<file path="config.mk">
export PLATFORM = sky130hd
export DESIGN_NAME = rec_stream_decoder
export DESIGN_NICKNAME = d
export VERILOG_FILES = /design/src/rtl/rec_dec_pkg.sv /design/src/rtl/byte_unpacker.sv /design/src/rtl/record_assembler.sv /design/src/rtl/rec_stream_decoder.sv
export SDC_FILE = /design/constraint.sdc
export NUM_CORES = 1
export LEC_CHECK = 0
export BUFFER_PORTS_ARGS = -buffer_cell sky130_fd_sc_hd__buf_4
export CAP_MARGIN = 20
export CORE_AREA = 2 2 269 271
export CTS_BUF_LIST = sky130_fd_sc_hd__clkbuf_4 sky130_fd_sc_hd__clkbuf_8
export CTS_CLUSTER_SIZE = 40
export DETAILED_ROUTE_END_ITERATION = 8
export DIE_AREA = 0 0 271 273
export SYNTH_ARGS = -nofsm -noshare
export SYNTH_HDL_FRONTEND = slang
export SYNTH_HIERARCHICAL = 1
export SYNTH_SLANG_ARGS = --single-unit
</file>
<file path="constraint.sdc">
create_clock -name clk -period 4.2 [get_ports clk]
set_input_delay 0.21 -clock clk [delete_from_list [all_inputs] [get_ports clk]]
set_output_delay 0.21 -clock clk [all_outputs]
set_load 0.02 [all_outputs]
</file>
<file path="src/rtl/rec_dec_pkg.sv">
package rec_dec_pkg;
  localparam int CH_BYTES  = 3;
  localparam int TS_BYTES  = 8;
  localparam int AD_BYTES  = 1;
  localparam int HDR_BYTES = 1 + CH_BYTES + TS_BYTES + AD_BYTES;

  typedef enum logic [2:0] {
    ST_LEN,
    ST_BODY,
    ST_HOLD,
    ST_DONE,
    ST_ERR
  } dec_state_t;
endpackage

</file>
<file path="src/rtl/byte_unpacker.sv">
module byte_unpacker #(
  parameter int WORD_BYTES = 8
) (
  input  logic                    clk,
  input  logic                    rst,
  input  logic                    flush,
  input  logic                    enable,
  input  logic                    in_valid,
  output logic                    in_ready,
  input  logic [WORD_BYTES*8-1:0] in_word,
  output logic                    byte_valid,
  output logic [7:0]              byte_data,
  input  logic                    byte_take
);
  localparam int W  = WORD_BYTES * 8;
  localparam int CW = $clog2(WORD_BYTES + 1);

  logic [W-1:0]  buf_q;
  logic [CW-1:0] cnt_q;
  logic          last_take;
  logic          load;

  assign last_take  = (cnt_q == CW'(1)) && byte_take;
  assign in_ready   = enable && ((cnt_q == '0) || last_take);
  assign load       = in_valid && in_ready;
  assign byte_valid = (cnt_q != '0);
  assign byte_data  = buf_q[W-1 -: 8];

  always_ff @(posedge clk) begin
    if (rst || flush) begin
      cnt_q <= '0;
      buf_q <= '0;
    end else if (load) begin
      buf_q <= in_word;
      cnt_q <= CW'(WORD_BYTES);
    end else if (byte_take) begin
      buf_q <= buf_q << 8;
      cnt_q <= cnt_q - CW'(1);
    end
  end

  // bytes are only consumed when present, and the count never exceeds a word
  a_r3_take_needs_byte: assert property (@(posedge clk) disable iff (rst)
    byte_take |-> byte_valid);
  a_r3_count_bound: assert property (@(posedge clk) disable iff (rst)
    cnt_q <= CW'(WORD_BYTES));
  a_r3_refill_full: assert property (@(posedge clk) disable iff (rst)
    (load && !flush) |=> (cnt_q == CW'(WORD_BYTES)));
endmodule

</file>
<file path="src/rtl/record_assembler.sv">
module record_assembler
  import rec_dec_pkg::*;
#(
  parameter int MAX_DATA = 64
) (
  input  logic                           clk,
  input  logic                           rst,
  input  logic                           start,
  input  logic                           byte_valid,
  input  logic [7:0]                     byte_data,
  output logic                           byte_take,
  output logic                           rec_valid,
  input  logic                           rec_ready,
  output logic [CH_BYTES*8-1:0]          rec_channel,
  output logic [TS_BYTES*8-1:0]          rec_timestamp,
  output logic [AD_BYTES*8-1:0]          rec_addr,
  output logic [$clog2(MAX_DATA+1)-1:0]  rec_len,
  output logic [MAX_DATA*8-1:0]          rec_data,
  output logic                           done,
  output logic                           fmt_err
);
  localparam int DW      = MAX_DATA * 8;
  localparam int LW      = $clog2(MAX_DATA + 1);
  localparam int MAX_LEN = HDR_BYTES + MAX_DATA;
  localparam int TS_POS  = 1 + CH_BYTES;
  localparam int AD_POS  = TS_POS + TS_BYTES;

  dec_state_t              state_q;
  logic [7:0]              len_q;
  logic [7:0]              idx_q;
  logic [CH_BYTES*8-1:0]   ch_q;
  logic [TS_BYTES*8-1:0]   ts_q;
  logic [AD_BYTES*8-1:0]   ad_q;
  logic [DW-1:0]           data_q;
  logic                    len_bad;

  assign byte_take = byte_valid && !start &&
                     ((state_q == ST_LEN) || (state_q == ST_BODY));
  assign len_bad   = (byte_data <= 8'(HDR_BYTES)) || (byte_data > 8'(MAX_LEN));

  always_ff @(posedge clk) begin
    if (rst) begin
      state_q <= ST_LEN;
      len_q   <= '0;
      idx_q   <= '0;
      ch_q    <= '0;
      ts_q    <= '0;
      ad_q    <= '0;
      data_q  <= '0;
    end else if (start) begin
      state_q <= ST_LEN;
    end else begin
      case (state_q)
        ST_LEN: if (byte_take) begin
          if (byte_data == 8'd0) begin
            state_q <= ST_DONE;
          end else if (len_bad) begin
            state_q <= ST_ERR;
          end else begin
            len_q   <= byte_data;
            idx_q   <= 8'd1;
            data_q  <= '0;
            state_q <= ST_BODY;
          end
        end
        ST_BODY: if (byte_take) begin
          for (int i = 0; i < CH_BYTES; i++)
            if (idx_q == 8'(1 + i)) ch_q[8*i +: 8] <= byte_data;
          for (int i = 0; i < TS_BYTES; i++)
            if (idx_q == 8'(TS_POS + i)) ts_q[8*i +: 8] <= byte_data;
          for (int i = 0; i < AD_BYTES; i++)
            if (idx_q == 8'(AD_POS + i)) ad_q[8*i +: 8] <= byte_data;
          for (int i = 0; i < MAX_DATA; i++)
            if (idx_q == 8'(HDR_BYTES + i)) data_q[8*i +: 8] <= byte_data;
          idx_q <= idx_q + 8'd1;
          if (idx_q == len_q - 8'd1) state_q <= ST_HOLD;
        end
        ST_HOLD: if (rec_ready) state_q <= ST_LEN;
        default: state_q <= state_q;
      endcase
    end
  end

  assign rec_valid     = (state_q == ST_HOLD);
  assign rec_channel   = ch_q;
  assign rec_timestamp = ts_q;
  assign rec_addr      = ad_q;
  assign rec_data      = data_q;
  assign rec_len       = LW'(len_q - 8'(HDR_BYTES));
  assign done          = (state_q == ST_DONE);
  assign fmt_err       = (state_q == ST_ERR);

  // a presented record is frozen until taken
  a_r7_hold_stable: assert property (@(posedge clk) disable iff (rst)
    (rec_valid && !rec_ready && !start) |=>
      (rec_valid && $stable(rec_data) && $stable(rec_channel) &&
       $stable(rec_timestamp) && $stable(rec_addr) && $stable(rec_len)));
  // payload size always in range while presented
  a_r4_len_range: assert property (@(posedge clk) disable iff (rst)
    rec_valid |-> ((rec_len >= LW'(1)) && (rec_len <= LW'(MAX_DATA))));
  // terminator state is sticky
  a_r5_done_sticky: assert property (@(posedge clk) disable iff (rst)
    (done && !start) |=> done);
  // error state is sticky
  a_r6_err_sticky: assert property (@(posedge clk) disable iff (rst)
    (fmt_err && !start) |=> fmt_err);
  // start leaves the decoder expecting a length byte
  a_r8_start_clears: assert property (@(posedge clk) disable iff (rst)
    start |=> (!done && !fmt_err && !rec_valid));
endmodule

</file>
<file path="src/rtl/rec_stream_decoder.sv">
module rec_stream_decoder
  import rec_dec_pkg::*;
#(
  parameter int WORD_BYTES = 8,
  parameter int MAX_DATA   = 64
) (
  input  logic                           clk,
  input  logic                           rst,
  input  logic                           start,
  input  logic                           in_valid,
  output logic                           in_ready,
  input  logic [WORD_BYTES*8-1:0]        in_word,
  output logic                           rec_valid,
  input  logic                           rec_ready,
  output logic [CH_BYTES*8-1:0]          rec_channel,
  output logic [TS_BYTES*8-1:0]          rec_timestamp,
  output logic [AD_BYTES*8-1:0]          rec_addr,
  output logic [$clog2(MAX_DATA+1)-1:0]  rec_len,
  output logic [MAX_DATA*8-1:0]          rec_data,
  output logic                           seq_done,
  output logic                           fmt_err
);
  logic       byte_valid;
  logic [7:0] byte_data;
  logic       byte_take;
  logic       unpack_en;

  assign unpack_en = !start && !rec_valid && !seq_done && !fmt_err;

  byte_unpacker #(.WORD_BYTES(WORD_BYTES)) unpack_i (
    .clk        (clk),
    .rst        (rst),
    .flush      (start),
    .enable     (unpack_en),
    .in_valid   (in_valid),
    .in_ready   (in_ready),
    .in_word    (in_word),
    .byte_valid (byte_valid),
    .byte_data  (byte_data),
    .byte_take  (byte_take)
  );

  record_assembler #(.MAX_DATA(MAX_DATA)) asm_i (
    .clk           (clk),
    .rst           (rst),
    .start         (start),
    .byte_valid    (byte_valid),
    .byte_data     (byte_data),
    .byte_take     (byte_take),
    .rec_valid     (rec_valid),
    .rec_ready     (rec_ready),
    .rec_channel   (rec_channel),
    .rec_timestamp (rec_timestamp),
    .rec_addr      (rec_addr),
    .rec_len       (rec_len),
    .rec_data      (rec_data),
    .done          (seq_done),
    .fmt_err       (fmt_err)
  );

  // no word is taken while a record waits
  a_r7_ready_low: assert property (@(posedge clk) disable iff (rst)
    rec_valid |-> !in_ready);
  // a halted decoder takes no words
  a_r5_halt_ready: assert property (@(posedge clk) disable iff (rst)
    (seq_done || fmt_err) |-> !in_ready);
  a_r6_one_flag: assert property (@(posedge clk) disable iff (rst)
    $onehot0({seq_done, fmt_err, rec_valid}));
endmodule

</file>
==> metrics.yaml <==
detailed_routing:
  ant_nets: 0
  drcViolationCount: 0
  avgRoutedWirePerCell_um: 24.9
  wirelength_um: 103000
  vias_per_cell: 5.48
  drtPass1Iterations: 5
  drt_iter0_drc: 1282
  vias: 22600
pwr:
  clock_power_share: 0.478
  seqPwrFrac: 0.479
  p_leak_nw: 13.3
  internal_power_mw: 10.6
  p_sw_mw: 3.27
  p_per_area_nw_per_um2: 398
  p_comb_frac: 0.044
  ir_drop_uv: 285
  swShare: 0.236
grt:
  grt_pass1_vias: 22400
  grt_pass1_wl_um: 150000
  grt.total_usage: 0.265
  grt-ovfl-total: 0
  antenna_found_initial: 1
  grt_start_max_net_pins: 105
worst_setup_path:
  r2r_slack_ns: 0.99
  worstPathMaxFanout: 10
  cp_data_arrival_time_ns: 3.05
  ff2ff_path_depth: 9
  crit_path_start_kind: "register"
  path_cells: "inv_1 > ha_1 > nand2_1 > or3b_4 > nor2_4 > a21o_1 > and3_1 > buf_4"
  rr_endpoint: "unpack_i/cnt_q[3]$_SDFFE_PP0P_"
  crit_path_start: "unpack_i/cnt_q[0]$_SDFFE_PP0P_"
  endpoint: "in_ready"
  crit_type: "reg2out"
  slowest_stage: "or3b_4"
  required_ns: 3.99
  rr_startpoint: "unpack_i/cnt_q[0]$_SDFFE_PP0P_"
  slowest_delay_ns: 0.43
  crit_path_end_kind: "output port"
clocking:
  cts-root-buf: "clkbuf_8"
  cts_buffer_depth: 3
  cts.clk_slew.worst_paths_ns: 0.06
  clock-sinks: 695
  clk-insertion-delay-late_ns: 0.73
  h-tree-depth: 3
  tritoncts: "built"
  cts_resized: 0
  numCtsBuffers: 113
synthesis:
  yosys-top-cells-area: "dfxtp_1, o2bb2ai_1, a22o_1"
  synth.distinct_cells: 72
  netlist_area_um2: 25700
  synth_async_sr_flop_share: 0
  netlist_instances: 2352
  synth-main-ff-cell: "dfxtp_1"
  yosysSeqAreaShare: 0.542
  avgSynthCellArea_um2: 10.9
  synth_commonest_cells: "dfxtp_1, o2bb2ai_1, nand2_1"
  synth-seq-cells: 695
  synth_fp_nets: 2429
  yosys_warnings: 6
  synth_edf_count: 0
  yosysMostFrequentCell: "dfxtp_1"
  synth_top_area_frac: 0.542
  synth_area_leader_cell: "dfxtp_1"
place:
  dpl-instance-area_um2: 31500
  port_buffers: 687
  gp_congestion: 0.840
  dpl.cell_count: 3841
  place_hpwl_um: 71200
timing:
  tns_ns: 0
  maxSlewHeadroom: 0.250
  final-hold-violation-count: 0
  fmax_mhz: 307
  final_max_slew_viol_count: 0
  finalSetupViolCount: 0
  tightest_slew_ns: 1.12
  min_period_ns: 3.26
  finalCritPeriodShare: 0.776
  rsz0062_at_grt: "no"
  skew_ns: 0.0405
finish:
  fillCellCount: 6399
  layout-drive-gt1-share: 0.353
  final_nets: 3160
  final_area_um2: 34900
  area_delta_synth_final_pct: 36.0
  finalNonFillerCells: 4129
floorplan:
  io_pins: 688
  die_h_um: 273
  dieWidth_um: 271
  dieArea_um2: 74000
  rows: 98
  initial_core_util: 0.361
  core_area_um2: 71000
run_status:
  status: "complete, no violations"
min_path:
  hold_path_class: "in2reg"
  whs_path_depth: 3
run:
  cap_violations: 0
-- area by class of cell --
type | instances | area (µm²) | area share
diodes | 1 | 2.50 | 0.0000717
clock buffers | 179 | 2280 | 0.0654
clock inverters | 31 | 332 | 0.00951
inverters | 15 | 56.3 | 0.00161
multi-input cells | 1437 | 10600 | 0.305
flip-flops and latches | 695 | 13900 | 0.399
well taps | 950 | 1190 | 0.0341
repair buffers | 821 | 6460 | 0.185
-- kinds of logic (layout without fill, tap and decap cells) --
group / after synthesis / after routing / synth area share
compound gates: 827 / 827 / 0.264
xor+xnor: 19 / 19 / 0.00649
fa+ha+maj: 8 / 8 / 0.00390
buf+inv: 220 / 1046 / 0.0456
flops: 695 / 695 / 0.542
mux: 65 / 65 / 0.0256
other cells: 0 / 1 / 0
simple gates: 518 / 518 / 0.113
-- critical path, delay by kind of cell (launching register included) --
kind / cells / cell delay, ns
flops: 1 / 0.39
buf+inv: 2 / 0.23
simple gates: 4 / 1.04
fa+ha+maj: 1 / 0.25
compound gates: 1 / 0.43
-- per-layer routing --
metal / global-route usage / part of all wire / wire length (µm) / vias to the layer above
met2: 0.440 / 0.48 / 49400 / 857
li1: - / - / - / 10300
met4: 0.115 / 0.040 / 4070 / 0
met5: 0 / 0 / 0 / -
met3: 0.0500 / 0.059 / 6070 / 203
met1: 0.335 / 0.42 / 43300 / 11200
-- flip-flops by register name, indices dropped and copies added (netlist names) --
signal               count
asm_i/state_q            3
asm_i/len_q              8
unpack_i/buf_q          64
asm_i/rec_channel       24
asm_i/rec_addr           8
asm_i/rec_data         512
unpack_i/cnt_q           4
asm_i/rec_timestamp     64
asm_i/idx_q              8
-- metrics by stage --
step	hold slack [ns]	util	worst slack (ns)	power [mW]
floorplan	0.289	-	1.95	7.15
detailed placement	0.447	0.443	1.01	7.33
global route	0.0533	0.491	0.724	14.3
finish	0.0810	0.491	0.942	13.9
global placement	0.445	0.443	1.04	7.32
CTS	0.00474	0.491	0.892	14.0
-- how the worst min path moves through the flow --
stage / start / endpoint
2_1_floorplan: start / asm_i/state_q[2]$_SDFFE_PP0P_
3_3_place_gp: asm_i/rec_timestamp[26]$_SDFFE_PP0P_ / asm_i/rec_timestamp[26]$_SDFFE_PP0P_
3_5_place_dp: asm_i/rec_timestamp[1]$_SDFFE_PP0P_ / asm_i/rec_timestamp[1]$_SDFFE_PP0P_
4_1_cts: rst / asm_i/rec_data[380]$_SDFFE_PP0P_
5_1_grt: rst / asm_i/rec_data[377]$_SDFFE_PP0P_
6_report: rst / asm_i/rec_data[382]$_SDFFE_PP0P_
-- power groups by stage --
stage                     sequential (mW)  clock, mW  combinational (mW)
after detailed placement             6.79          0               0.542
final                                6.64       6.63               0.604
after global routing                 6.64       7.03               0.647
after CTS                            6.64       6.73               0.596
after floorplan                      6.78          0               0.376
after global placement               6.79          0               0.532
-- layout by cell type (no fill, tap or decap), types with 30 or more instances in the layout --
| cell | instances |
|---|---|
| o21ai_0 | 64 |
| nor2_1 | 34 |
| mux2i_1 | 64 |
| a211oi_1 | 30 |
| a21oi_1 | 115 |
| clkbuf_8 | 151 |
| nand3_1 | 117 |
| buf_4 | 736 |
| dfxtp_1 | 695 |
| nor3_1 | 63 |
| dlygate4sd3_1 | 74 |
| o2bb2ai_1 | 392 |
| a22o_1 | 113 |
| nand2_1 | 166 |
| a21oi_2 | 44 |
| nand3_2 | 31 |
-- repair_timing --
| item | CTS | global route |
|---|---|---|
| hold endpoints to repair | 70 | 0 |
| hold buffers | 74 | 0 |
| setup buffers | 0 | 0 |
Note: power is estimated with default switching activity, not from simulation.
